==> src/rtl/dbg_mem_pkg.sv <==
package dbg_mem_pkg;
    typedef enum logic [1:0] {
        SEL_CTRL = 2'd0,
        SEL_ADDR = 2'd1,
        SEL_DATA = 2'd2,
        SEL_CNT  = 2'd3
    } reg_sel_e;

    localparam int CB_START = 0;
    localparam int CB_WR    = 1;
    localparam int CB_TGT   = 2;
    localparam int CB_BYTE  = 3;
    localparam int CB_BUSY  = 4;
endpackage

==> src/rtl/dbg_mem_bus_dec.sv <==
module dbg_mem_bus_dec
    import dbg_mem_pkg::*;
#(
    parameter int AW = 16,
    parameter int DW = 16,
    parameter int CW = 16
) (
    input  logic          bus_we,
    input  logic [1:0]    bus_sel,
    input  logic [DW-1:0] bus_wdata,
    input  logic          busy,
    input  logic [3:0]    ctrl_bits,
    input  logic [AW-1:0] addr,
    input  logic [DW-1:0] data,
    input  logic [CW-1:0] cnt,
    output logic          wr_ctrl,
    output logic          wr_addr,
    output logic          wr_data,
    output logic          wr_cnt,
    output logic [DW-1:0] rdata
);
    logic we_ok;
    assign we_ok   = bus_we & ~busy;
    assign wr_ctrl = we_ok & (bus_sel == SEL_CTRL);
    assign wr_addr = we_ok & (bus_sel == SEL_ADDR);
    assign wr_data = we_ok & (bus_sel == SEL_DATA);
    assign wr_cnt  = we_ok & (bus_sel == SEL_CNT);

    always_comb begin
        rdata = '0;
        unique case (reg_sel_e'(bus_sel))
            SEL_CTRL: begin
                rdata[3:0]     = ctrl_bits;
                rdata[CB_BUSY] = busy;
            end
            SEL_ADDR: rdata = DW'(addr);
            SEL_DATA: rdata = data;
            SEL_CNT:  rdata = DW'(cnt);
        endcase
    end
endmodule

==> src/rtl/dbg_mem_step.sv <==
module dbg_mem_step #(
    parameter int AW = 16,
    parameter int DW = 16
) (
    input  logic [AW-1:0] addr,
    input  logic          byte_mode,
    output logic [AW-1:0] addr_nxt
);
    localparam int WORD_STEP = DW / 8;
    assign addr_nxt = addr + (byte_mode ? AW'(1) : AW'(WORD_STEP));
endmodule

==> src/rtl/dbg_mem_rd_fmt.sv <==
module dbg_mem_rd_fmt #(
    parameter int DW = 16
) (
    input  logic [DW-1:0] raw,
    input  logic          byte_mode,
    output logic [DW-1:0] fmt
);
    generate
        if (DW > 8) begin : g_wide
            assign fmt = byte_mode ? {{(DW-8){1'b0}}, raw[7:0]} : raw;
        end else begin : g_narrow
            logic unused_mode;
            assign unused_mode = byte_mode;
            assign fmt = raw;
        end
    endgenerate
endmodule

==> src/rtl/dbg_mem_seq.sv <==
module dbg_mem_seq
    import dbg_mem_pkg::*;
#(
    parameter int AW = 16,
    parameter int DW = 16,
    parameter int CW = 16
) (
    input  logic          clk,
    input  logic          rst_n,
    input  logic          bus_we,
    input  logic [1:0]    bus_sel,
    input  logic [DW-1:0] bus_wdata,
    output logic [DW-1:0] bus_rdata,
    output logic          acc_req,
    output logic          acc_wr,
    output logic          acc_reg,
    output logic          acc_byte,
    output logic [AW-1:0] acc_addr,
    output logic [DW-1:0] acc_wdata,
    input  logic [DW-1:0] acc_rdata,
    input  logic          acc_ready
);
    typedef struct packed {
        logic          busy;
        logic          start;
        logic          wr;
        logic          tgt;
        logic          byte_m;
        logic [AW-1:0] addr;
        logic [DW-1:0] data;
        logic [CW-1:0] cnt;
    } seq_t;

    seq_t s_d, s_q;

    logic          wr_ctrl, wr_addr, wr_data, wr_cnt;
    logic [AW-1:0] addr_nxt;
    logic [DW-1:0] rd_fmt;
    logic          done;

    logic          busy_cur;
    logic [AW-1:0] addr_cur;
    logic [DW-1:0] data_cur;
    logic [CW-1:0] cnt_cur;

    dbg_mem_bus_dec #(.AW(AW), .DW(DW), .CW(CW)) u_dec (
        .bus_we    (bus_we),
        .bus_sel   (bus_sel),
        .bus_wdata (bus_wdata),
        .busy      (s_q.busy),
        .ctrl_bits ({s_q.byte_m, s_q.tgt, s_q.wr, s_q.start}),
        .addr      (s_q.addr),
        .data      (s_q.data),
        .cnt       (s_q.cnt),
        .wr_ctrl   (wr_ctrl),
        .wr_addr   (wr_addr),
        .wr_data   (wr_data),
        .wr_cnt    (wr_cnt),
        .rdata     (bus_rdata)
    );

    dbg_mem_step #(.AW(AW), .DW(DW)) u_step (
        .addr      (s_q.addr),
        .byte_mode (s_q.byte_m),
        .addr_nxt  (addr_nxt)
    );

    dbg_mem_rd_fmt #(.DW(DW)) u_fmt (
        .raw       (acc_rdata),
        .byte_mode (s_q.byte_m),
        .fmt       (rd_fmt)
    );

    assign done = s_q.busy & acc_ready;

    always_comb begin
        s_d = s_q;
        if (wr_ctrl) begin
            s_d.start  = bus_wdata[CB_START];
            s_d.busy   = bus_wdata[CB_START];
            s_d.wr     = bus_wdata[CB_WR];
            s_d.tgt    = bus_wdata[CB_TGT];
            // register-file targets only take word accesses
            s_d.byte_m = bus_wdata[CB_BYTE] & ~bus_wdata[CB_TGT];
        end
        if (wr_addr) s_d.addr = AW'(bus_wdata);
        if (wr_data) s_d.data = bus_wdata;
        if (wr_cnt)  s_d.cnt  = CW'(bus_wdata);
        if (done) begin
            if (!s_q.wr) s_d.data = rd_fmt;
            if (s_q.cnt != '0) begin
                s_d.cnt  = s_q.cnt - CW'(1);
                s_d.addr = addr_nxt;
            end
            if (s_q.cnt <= CW'(1)) begin
                s_d.busy  = 1'b0;
                s_d.start = 1'b0;
            end
        end
    end

    always_ff @(posedge clk or negedge rst_n) begin
        if (!rst_n) s_q <= '0;
        else        s_q <= s_d;
    end

    assign acc_req   = s_q.busy;
    assign acc_wr    = s_q.wr;
    assign acc_reg   = s_q.tgt;
    assign acc_byte  = s_q.byte_m;
    assign acc_addr  = s_q.addr;
    assign acc_wdata = s_q.data;

    assign busy_cur = s_q.busy;
    assign addr_cur = s_q.addr;
    assign data_cur = s_q.data;
    assign cnt_cur  = s_q.cnt;
endmodule

==> config.mk <==
export PLATFORM = sky130hd
export DESIGN_NAME = dbg_mem_seq
export DESIGN_NICKNAME = d
export VERILOG_FILES = /design/src/rtl/dbg_mem_pkg.sv /design/src/rtl/dbg_mem_bus_dec.sv /design/src/rtl/dbg_mem_step.sv /design/src/rtl/dbg_mem_rd_fmt.sv /design/src/rtl/dbg_mem_seq.sv
export SDC_FILE = /design/constraint.sdc
export NUM_CORES = 1
export LEC_CHECK = 0
export BUFFER_PORTS_ARGS = -buffer_cell sky130_fd_sc_hd__buf_4
export CAP_MARGIN = 20
export CORE_ASPECT_RATIO = 0.7
export CORE_MARGIN = 2
export CORE_UTILIZATION = 40
export DETAILED_ROUTE_END_ITERATION = 6
export GPL_ROUTABILITY_DRIVEN = 0
export PLACE_DENSITY = 0.62
export SYNTH_ARGS = -nofsm -noshare
export SYNTH_HDL_FRONTEND = slang
export SYNTH_SLANG_ARGS = --single-unit
==> constraint.sdc <==
create_clock -name clk -period 2.7 [get_ports clk]
set_input_delay 0.54 -clock clk [delete_from_list [all_inputs] [get_ports clk]]
set_output_delay 0.54 -clock clk [all_outputs]
set_load 0.005 [all_outputs]
; Word level (Yosys, flattened, before mapping)
; Cells that the tools add are included.
[totals]
ram_bits = 0
output_inout_bits = 52
mem_count = 0
mem_bits_ro = 0
wordCells = 39
regBits = 53
input_bits = 38
latch_bits = 0
[op_classes]
eq_ne = 3
order_cmp = 1
bitwise_logic = 9
div_mod_pow = 0
shift = 0
reduce_logical = 2
mul = 0
muxes = 14
addsub = 2
[ops]
columns = op, n
row1 = 2-to-1 mux 16 bit, 7
row2 = 2-to-1 mux 48 bit, 1
row3 = case mux 11 bit (3 select lines), 1
row4 = case mux 5 bit (4 select lines), 1
row5 = adder 16 bit, 1
row6 = "<= comparator 16 x 1 -> 1 bit, second input constant", 1
row7 = nonzero test 16 bit, 1
row8 = "subtractor 16 x 1 -> 16 bit, second input constant", 1
row9 = bitwise AND 1 bit, 7
row10 = 2-to-1 mux 2 bit, 3
row11 = 2-to-1 mux 5 bit, 1
row12 = "== test 2 bit, second input constant", 2
row13 = "== test 2 x 1 -> 1 bit, second input constant", 1
row14 = logical NOT 2 bit, 1
row15 = NOT 1 bit, 2

; Logic depth before layout (Yosys ltp)
; Gate-level depths: netlist of the first run.
[logic_depth]
word_depth = 6
ltp_mapped = 9
ltp_nobuf = 7

; Hierarchy
; Synthesis of the first run repeated with hierarchy kept, for this count alone.
[hier_totals]
hier_cells = 403
hier_area_um2 = 3875.0
[modules_own_cells]
columns = module, area_each_um2, cells_each, n_inst
row1 = dbg_mem_seq, 3016.6, 310, 1
row2 = dbg_mem_bus_dec, 411.6, 37, 1
row3 = dbg_mem_step, 336.6, 40, 1
row4 = dbg_mem_rd_fmt, 110.1, 16, 1

; Least setup slack after synthesis of the first run
; OpenSTA, ideal clock, no wires.
[synth_path]
path_kind = input port to output port
start = input bus_sel[0]
end = output bus_rdata[10]
arrival_ns = 1.717
stages = 4
path_slack_ns = 0.443
required_time_ns = 2.160
cell_sequence = clkbuf_1 > buf_2 > mux2_2 > a22o_1
[synth_via]
elab_chain_cells = 2
[synth_rtl]
columns = element, line_no
row1 = from (decl), dbg_mem_seq.sv:11  ; input logic [1:0] bus_sel,
row2 = == test 2 bit / == test 2 x 1 -> 1 bit (equally long branches), dbg_mem_bus_dec.sv:31  ; unique case (reg_sel_e'(bus_sel))
row3 = case mux 11 bit (3 select lines) *, dbg_mem_bus_dec.sv:31
row4 = to (decl), dbg_mem_seq.sv:13  ; output logic [DW-1:0] bus_rdata,
; Mark *: on every way between the ends. The rest lies on a longest branch, timed or not.

==> impl_metrics.csv, run 1 <==
group,metric,value,unit
status,outcome,"complete, no violations",
power_and_ir_drop,static_leakage_power,1.79,nW
yosys,synth_cells,386,
yosys,synthFlopType,"dfrtp_1",
yosys,postSynthRegisterBits,53,
clocking,clk-insertion-delay-late,0.29,ns
clocking,clk_pin_slew,0.07,ns
yosys,async_reset_ff_frac,1.00,
yosys,synth_sequential_area_ratio,0.365,
power_and_ir_drop,power.share.combinational,0.424,
global_routing,grt_max_degree,54,
sta,finalCritPeriodShare,0.947,
finish,antenna-diode-count,0,
yosys,synth_top_area_frac,0.365,
clocking,numCtsBuffers,5,
global_routing,grt_first_pass_wirelength,17.7,mm
setup_path,timing.critical_path.arrival,2.73,ns
route,wl_per_cell,20.2,µm
clocking,clock_sinks,53,
global_routing,overflow,0,
yosys,synth.yosys.warnings,0,
sta,period_needed,2.56,ns
setup_path,path_class,"flop to flop",
route,detailedRoute.firstIterationViolations,197,
yosys,synthDistinctLibCells,59,
clocking,cts_tree,"built",
route,routed_wl,11.4,mm
setup_path,crit_fanout,24,
global_routing,grt_pass1_vias,3144,
sta,grt_setup_unrepaired,"false",
yosys,post_synth_main_area_contributors,"dfrtp_1, buf_4, mux2i_1, mux2_2, o21ai_0",
placed_design,numPortBuffers,89,
sta,worst_slew_margin_rel,0.541,
yosys,syn_area,0.00364,mm²
power_and_ir_drop,seqPwrFrac,0.379,
clocking,cts_repair_resize_count,0,
yosys,synth_top_cell_by_area,"dfrtp_1",
global_routing,grt.total_usage,0.228,
yosys,synth_enable_flop_cells,0,
sta,final_max_slew_viol_count,0,
route,post-route-drc-count,0,
setup_path,critPathCaptureType,"flop",
finish,layout.nets,482,
setup_path,worstSetupStartpointType,"flop",
power_and_ir_drop,power_density,963,mW/mm²
sta,max_frequency,0.391,GHz
setup_path,r2r_start,"cnt_cur[0]",
power_and_ir_drop,worst_ir_drop_vdd,0.373,mV
global_routing,grt_antenna_before_repair,0,
power_and_ir_drop,power_frac_clock,0.197,
sta,worst-slew-pin-transition,0.689,ns
setup_path,worstSetupStartpoint,"cnt_cur[0]",
power_and_ir_drop,cellInternalPower,0.00261,W
clocking,buffer_count_from_post_cts_setup_fixing,0,
route,final_antenna_net_count,0,
route,routed-via-count,3333,
die,design.core.area,0.00896,mm²
worst_hold_path,min-delay-path-class,"input pin to asynchronous set/reset pin",
die,vertical_die_dimension,83.8,µm
yosys,mean_instance_size_in_the_synthesized_netlist,9.42,µm²
yosys,synth_nets,430,
die,boundaryPins,90,
clocking,clockRootBuffer,"clkbuf_16",
route,viasPerCell,5.92,
placed_design,total_placed_cells_including_tap_cells,555,
clocking,clock_tree.buffer_depth,2,
placed_design,detailed_place_hpwl,8.27,mm
finish,post_route_cells_drive_above_1_share,0.328,
clocking,clock_tree.htree_level_count,2,
sta,setup_total_negative_slack,0,ns
finish,layout-area-overhead-vs-synth,20.4,%
die,start_util,0.406,
die,num_rows,29,
finish,post_layout_nonfiller_instances,563,
sta,finalHoldViolations,0,
power_and_ir_drop,p_sw_frac,0.381,
sta,fin_worst_skew,0.00769,ns
setup_path,required,2.87,ns
route,drt-pass1-iter-count,5,
die,die_width,118,µm
die,die_area,0.00988,mm²
sta,finalSetupViolations,0,
flow_run,max_cap_viol_count,0,
clocking,cts-hold-fix-buffers,0,
power_and_ir_drop,p_sw,0.00160,W
-- power by group through the flow --
stage / Combinational (W) / Sequential, W / Clock [W]
after floorplan: 0.00128 / 0.00142 / 0
after global placement: 0.00174 / 0.00159 / 0
after detailed placement: 0.00177 / 0.00159 / 0
after CTS: 0.00178 / 0.00158 / 0.000837
after global routing: 0.00194 / 0.00164 / 0.000874
final: 0.00179 / 0.00160 / 0.000830
-- layout make-up --
cell class | count | area (µm²)
fill | 841 | 4590
clock buffer | 5 | 125
clock inverter | 3 | 65.1
multi-input combinational | 272 | 1940
timing repair buffer | 99 | 743
sequential | 53 | 1330
tap | 124 | 155
inverter | 7 | 26.3
-- metrics by stage --
step | cell area, µm² | utilization | total power, W | worst slack (ns) | hold WS [ns]
2_1_floorplan | 3640 | - | 0.00270 | 0.443 | 0.244
6_report | 4380 | 0.488 | 0.00422 | 0.143 | 0.277
4_1_cts | 4380 | 0.488 | 0.00420 | 0.197 | 0.322
5_1_grt | 4380 | 0.488 | 0.00445 | 0.0256 | 0.351
3_5_place_dp | 4190 | 0.467 | 0.00337 | 0.237 | 0.542
3_3_place_gp | 4190 | 0.467 | 0.00334 | 0.366 | 0.518
-- synthesized netlist by cell type, types with 3 or more instances --
cell type,instances
mux4_2,5
dfrtp_1,53
nor2_1,25
nor3_2,3
nand4_1,5
inv_1,6
clkbuf_1,13
a21oi_1,15
nand2_1,31
a211oi_1,8
buf_4,35
o21ai_0,25
o221a_2,6
and3_1,5
and4_1,3
nand3_1,18
a21o_1,3
mux2_2,14
a31oi_1,6
and2_1,5
a311oi_1,5
buf_2,5
o21a_1,8
ha_1,5
nor3_1,13
a22o_1,12
mux2i_1,17
-- layout by cell type, fill, tap and decap left out, types with 2 or more instances in the layout --
cell type and instances:
buf_4 99, dfrtp_1 53, nand2_1 31, nor2_1 25, o21ai_0 25, nand3_1 18
mux2i_1 17, a21oi_1 15, mux2_2 14, nor3_1 13, a22o_1 12, a211oi_1 8
o21a_1 8, inv_1 6, o221a_2 6, a31oi_1 6, mux4_2 5, and3_1 5
and2_1 5, nand4_1 5, a311oi_1 5, ha_1 5, clkbuf_16 5, nor3_2 3
and4_1 3, a21o_1 3, nor2b_1 2, nor4_2 2, nor4_1 2, a41oi_1 2
nor3b_1 2, bufinv_16 2
-- critical path: stages, from the launching register on --
cell	delay (ns)
dfrtp_1	0.45
inv_1	0.13
ha_1	0.21
nor4b_2	0.16
and4_1	0.39
nor2_4	0.56
nand2_1	0.19
o311ai_0	0.34
-- logic make-up after synthesis --
group | count (synthesis) | synth area share
simple gates | 127 | 0.190
fa+ha+maj | 6 | 0.0227
flops | 53 | 0.365
compound gates | 103 | 0.199
mux | 36 | 0.121
buf+inv | 61 | 0.103
-- metal layers --
metal  global-route usage  vias up  wire (µm)
li1                     -     1516          -
met1                0.366     1652       5450
met2                0.326      156       4930
met3               0.0314        9        874
met4               0.0394        0        100
met5                    0        -          0
-- final timing paths --
path                                end  slack (ns)  cells after the start
max reg2reg                acc_addr[13]        0.14                      7
min reg2reg                     s_q[51]        0.55                      2
max                        acc_addr[13]        0.14                      7
min in group clk           acc_wdata[4]        0.45                      3
max in group asynchronous   acc_addr[3]        1.95                      1
min                        acc_wdata[0]        0.28                      1
(Power assumes the default switching activity.)
==> inputs of run 2 (changes only) <==
Settings changed: RECOVER_POWER from default to 50.
==> run 2 against run 1 <==
Compared with the run above: first-iteration DRC count rose by 5.1%; cell count stayed put; largest power group unchanged; flip-flop and latch count unchanged; largest cell class unchanged; non-clock buffer count unchanged; clock power about the same; global-route usage unchanged; critical endpoint unchanged; maximum frequency grew 0.62%; power is 0.77% lower; count of clock-buffer cells in the layout stayed put; hold slack gained 0.17 ns.
==> impl_metrics.csv, run 2 (synthesis results as in run 1) <==
group,metric,value,unit
global_routing,grt_pass1_vias,3144,
sta,setup_total_negative_slack,0,ns
sta,period_needed,2.54,ns
clocking,cts_repair_resize_count,0,
global_routing,grt.total_usage,0.228,
finish,leading_cell_type_in_the_layout_fill_and_taps_excluded,"buf_4",
route,wl_per_cell,20.0,µm
clocking,clk-insertion-delay-late,0.29,ns
route,detailedRoute.firstIterationViolations,207,
placed_design,numPortBuffers,89,
die,die_width,118,µm
power_and_ir_drop,power_density,957,mW/mm²
placed_design,detailed_place_hpwl,8.27,mm
finish,layout-area-overhead-vs-synth,20.2,%
clocking,cts-hold-fix-buffers,0,
clocking,cts_tree,"built",
clocking,clock_tree.buffer_depth,2,
die,boundaryPins,90,
sta,worst_slew_margin_rel,0.103,
sta,finalSetupViolations,0,
sta,finalHoldViolations,0,
finish,nFillCells,842,
route,routed-via-count,3307,
finish,layout.nets,482,
power_and_ir_drop,worst_ir_drop_vdd,0.369,mV
die,vertical_die_dimension,83.8,µm
sta,max_frequency,0.393,GHz
worst_hold_path,min-delay-path-class,"input pin to flop",
route,drt-pass1-iter-count,5,
power_and_ir_drop,fin_total_pwr,0.00418,W
clocking,buffer_count_from_post_cts_setup_fixing,0,
flow_run,max_cap_viol_count,0,
route,post-route-drc-count,0,
die,design.core.area,0.00896,mm²
global_routing,grt_antenna_before_repair,0,
status,outcome,"complete, no violations",
setup_path,critPathCaptureType,"flop",
power_and_ir_drop,static_leakage_power,1.78,nW
die,die_area,0.00988,mm²
sta,worst-slew-pin-transition,1.35,ns
setup_path,path_class,"flop to flop",
clocking,clockRootBuffer,"clkbuf_16",
finish,post_route_cells_drive_above_1_share,0.326,
clocking,clock_tree.htree_level_count,2,
route,viasPerCell,5.87,
clocking,numCtsBuffers,5,
clocking,clock_sinks,53,
global_routing,overflow,0,
clocking,clk_pin_slew,0.07,ns
setup_path,crit_fanout,24,
die,start_util,0.406,
global_routing,grt_first_pass_wirelength,17.7,mm
setup_path,required,2.87,ns
setup_path,worstSetupStartpointType,"flop",
sta,grt_setup_unrepaired,"false",
finish,mostFrequentLayoutCells,"buf_4, dfrtp_1, nand2_1",
route,final_antenna_net_count,0,
route,routed_wl,11.3,mm
finish,antenna-diode-count,0,
setup_path,timing.critical_path.arrival,2.71,ns
die,num_rows,29,
sta,finalCritPeriodShare,0.941,
global_routing,grt_max_degree,54,
sta,fin_worst_skew,0.00740,ns
sta,final_max_slew_viol_count,0,
-- run 2: cell count changes in the layout (fill, tap and decap cells not counted) --
cell	change
buf_4	-27
clkbuf_4	+25
clkbuf_1	+1
clkbuf_2	+1
-- run 2: worst paths after layout --
path                               from      endpoint  slack (ns)  depth (start not counted)
setup / recovery             cnt_cur[0]  acc_addr[13]        0.16                          7
hold / removal             acc_rdata[4]  acc_wdata[4]        0.45                          3
setup reg to reg             cnt_cur[0]  acc_addr[13]        0.16                          7
hold reg to reg            acc_addr[14]  acc_addr[14]        0.56                          1
max in group asynchronous         rst_n   acc_addr[3]        1.34                          1
min in group asynchronous         rst_n  acc_wdata[0]        0.54                          1
-- run 2: critical path: stages, from the launching register on --
cell	delay, ns
dfrtp_1	0.45
inv_1	0.12
ha_1	0.20
nor4b_2	0.16
and4_1	0.38
nor2_4	0.55
nand2_1	0.19
o311ai_0	0.34
-- run 2: power by group --
| group | total (W) | internal [W] | switching (W) | leakage, nW |
|---|---|---|---|---|
| clock | 0.000827 | 0.000530 | 0.000297 | 0.0938 |
| sequential | 0.00159 | 0.00111 | 0.000477 | 0.609 |
| combinational | 0.00177 | 0.000948 | 0.000818 | 1.08 |
-- run 2: layer usage --
| metal | routed length [µm] | global-route usage | vias to the layer above |
|---|---|---|---|
| li1 | - | - | 1517 |
| met1 | 5320 | 0.366 | 1641 |
| met2 | 4860 | 0.326 | 140 |
| met3 | 973 | 0.0314 | 9 |
| met4 | 100 | 0.0394 | 0 |
| met5 | 0 | 0 | - |
-- run 2: final cells by class --
type | instances | area [µm²] | share of cell area
inverters | 7 | 26.3 | 0.00601
well taps | 124 | 155 | 0.0355
clock buffers | 5 | 125 | 0.0286
repair buffers | 99 | 737 | 0.169
multi-input cells | 272 | 1940 | 0.443
clock inverters | 3 | 65.1 | 0.0149
flip-flops and latches | 53 | 1330 | 0.303
-- run 2: metrics by stage --
stage	hold slack, ns	util	cell area [µm²]	worst slack, ns	instances
CTS	0.322	0.488	4380	0.197	563
global placement	0.518	0.467	4190	0.366	555
detailed placement	0.542	0.467	4190	0.237	555
floorplan	0.244	-	3640	0.443	386
global route	0.453	0.488	4370	0.0256	563
finish	0.446	0.488	4370	0.158	563
==> inputs of run 3 (changes only) <==
Settings changed: REMOVE_ABC_BUFFERS from default to 1, SETUP_SLACK_MARGIN from default to 0.1, SLEW_MARGIN from default to 10.
==> run 3 against run 2 <==
Compared with the run above: first-iteration DRC count rose by 4.3%; largest power group unchanged; critical path depth is the same; highest routed layer unchanged; largest cell class unchanged; clock power decreased by 23%; maximum frequency grew 2.4%; design area is 0.89% lower; critical endpoint is now cnt_cur[5]; sequential share of layout area up 0.27 points.
==> impl_metrics.csv, run 3 (synthesis results as in run 1) <==
group,metric,value,unit
status,outcome,"complete, no violations",
route,viasPerCell,5.82,
sta,max_frequency,0.403,GHz
die,vertical_die_dimension,83.8,µm
sta,final_max_slew_viol_count,0,
route,wl_per_cell,18.9,µm
sta,worst-slew-pin-transition,1.40,ns
clocking,buffer_count_from_post_cts_setup_fixing,0,
finish,layout.nets,484,
setup_path,critPathCaptureType,"flop",
clocking,clock_tree.htree_level_count,2,
sta,period_needed,2.48,ns
global_routing,grt.total_usage,0.218,
clocking,clk_pin_slew,0.07,ns
power_and_ir_drop,p_sw_frac,0.393,
sta,worst_hold_slack,0.438,ns
finish,nFillCells,854,
finish,post_layout_nonfiller_instances,565,
power_and_ir_drop,p_sw,0.00155,W
power_and_ir_drop,seqPwrFrac,0.397,
sta,fin_worst_skew,0.0101,ns
die,design.core.area,0.00896,mm²
finish,layout-area-overhead-vs-synth,19.1,%
finish,mostFrequentLayoutCells,"buf_4, dfrtp_1, nand2_1",
route,routed-via-count,3286,
finish,ff_latch_area,0.00133,mm²
route,final_antenna_net_count,0,
finish,final_util,0.483,
setup_path,crit_fanout,12,
global_routing,grt_first_pass_wirelength,17.1,mm
power_and_ir_drop,static_leakage_power,1.76,nW
die,num_rows,29,
route,post-route-drc-count,0,
die,start_util,0.406,
clocking,clk-insertion-delay-late,0.30,ns
placed_design,dpl-instance-area,0.00420,mm²
placed_design,numPortBuffers,89,
placed_design,detailed_place_hpwl,7.65,mm
sta,grt_setup_unrepaired,"false",
sta,setup_total_negative_slack,0,ns
clocking,clock_tree.buffer_depth,2,
finish,antenna-diode-count,0,
die,boundaryPins,90,
sta,finalCritPeriodShare,0.919,
route,routed_wl,10.7,mm
die,die_area,0.00988,mm²
route,drt-pass1-iter-count,5,
setup_path,timing.critical_path.arrival,2.66,ns
route,detailedRoute.firstIterationViolations,216,
flow_run,max_cap_viol_count,0,
finish,leading_cell_type_in_the_layout_fill_and_taps_excluded,"buf_4",
clocking,numCtsBuffers,5,
clocking,clockRootBuffer,"clkbuf_16",
finish,area_used_by_multi_input_combinational_logic,0.00194,mm²
sta,finalHoldViolations,0,
worst_hold_path,worst_hold_path.num_cells,3,
sta,finalSetupViolations,0,
power_and_ir_drop,power_density,914,mW/mm²
finish,design_area,0.00433,mm²
power_and_ir_drop,power.share.combinational,0.441,
global_routing,grt_pass1_vias,3107,
setup_path,timing.reg2reg.worst_path_depth,7,
setup_path,ff2ff_setup_slack,0.22,ns
finish,post_route_cells_drive_above_1_share,0.327,
worst_hold_path,min-delay-path-class,"input pin to flop",
setup_path,required,2.88,ns
global_routing,grt_max_degree,54,
global_routing,grt_antenna_before_repair,0,
power_and_ir_drop,worst_ir_drop_vdd,0.306,mV
global_routing,overflow,0,
clocking,cts_tree,"built",
placed_design,total_placed_cells_including_tap_cells,556,
power_and_ir_drop,power_frac_clock,0.162,
power_and_ir_drop,cellInternalPower,0.00240,W
sta,worst_slew_margin_rel,0.0688,
setup_path,path_class,"flop to flop",
clocking,clock_sinks,53,
setup_path,worstSetupStartpointType,"flop",
clocking,cts-hold-fix-buffers,0,
die,die_width,118,µm
-- run 3: power by group through the flow --
stage          clock (W)  combinational (W)  sequential [W]
2_1_floorplan          0           0.000904         0.00147
3_3_place_gp           0            0.00173         0.00157
3_5_place_dp           0            0.00175         0.00158
4_1_cts         0.000649            0.00178         0.00157
5_1_grt         0.000683            0.00192         0.00163
6_report        0.000640            0.00175         0.00157
-- run 3: worst max-delay path, stage by stage, from the launching register on --
cell and delay (ns):
dfrtp_1 0.47, inv_1 0.16, ha_1 0.15, nor4b_2 0.23, and4_1 0.59, nor2_2 0.25
a21o_1 0.22, a221o_1 0.29
-- run 3: through the flow --
step / setup WS [ns] / power, W
after floorplan: 0.622 / 0.00238
after global placement: 0.372 / 0.00329
after detailed placement: 0.289 / 0.00333
after CTS: 0.274 / 0.00399
after global routing: 0.106 / 0.00423
final: 0.219 / 0.00396
-- run 3: metal layers --
layer,GRT usage,part of all wire,vias to the layer above
li1,-,-,1524
met1,0.344,0.50,1599
met2,0.306,0.41,151
met3,0.0485,0.080,12
met4,0.0329,0.0071,0
met5,0,0,-
-- run 3: worst paths after layout --
kind,startpoint,to
worst min register to register,acc_addr[15],acc_addr[15]
worst min-delay path,acc_rdata[1],acc_wdata[1]
max in group asynchronous,rst_n,acc_addr[6]
worst max-delay path,cnt_cur[0],cnt_cur[5]
min in group asynchronous,rst_n,acc_wdata[0]
worst max register to register,cnt_cur[0],cnt_cur[5]
-- run 3: what timing repair did --
item | CTS | global route
hold endpoints to repair | 0 | 0
setup endpoints to repair | 0 | 1
resized for setup | 0 | 0
-- run 3: final cells by class --
type	count	area share
Multi-Input combinational cell	273	0.449
Sequential cell	53	0.306
Timing Repair Buffer	100	0.171
Tap cell	124	0.0358
Clock buffer	6	0.0298
Inverter	7	0.00607
Clock inverter	2	0.00231
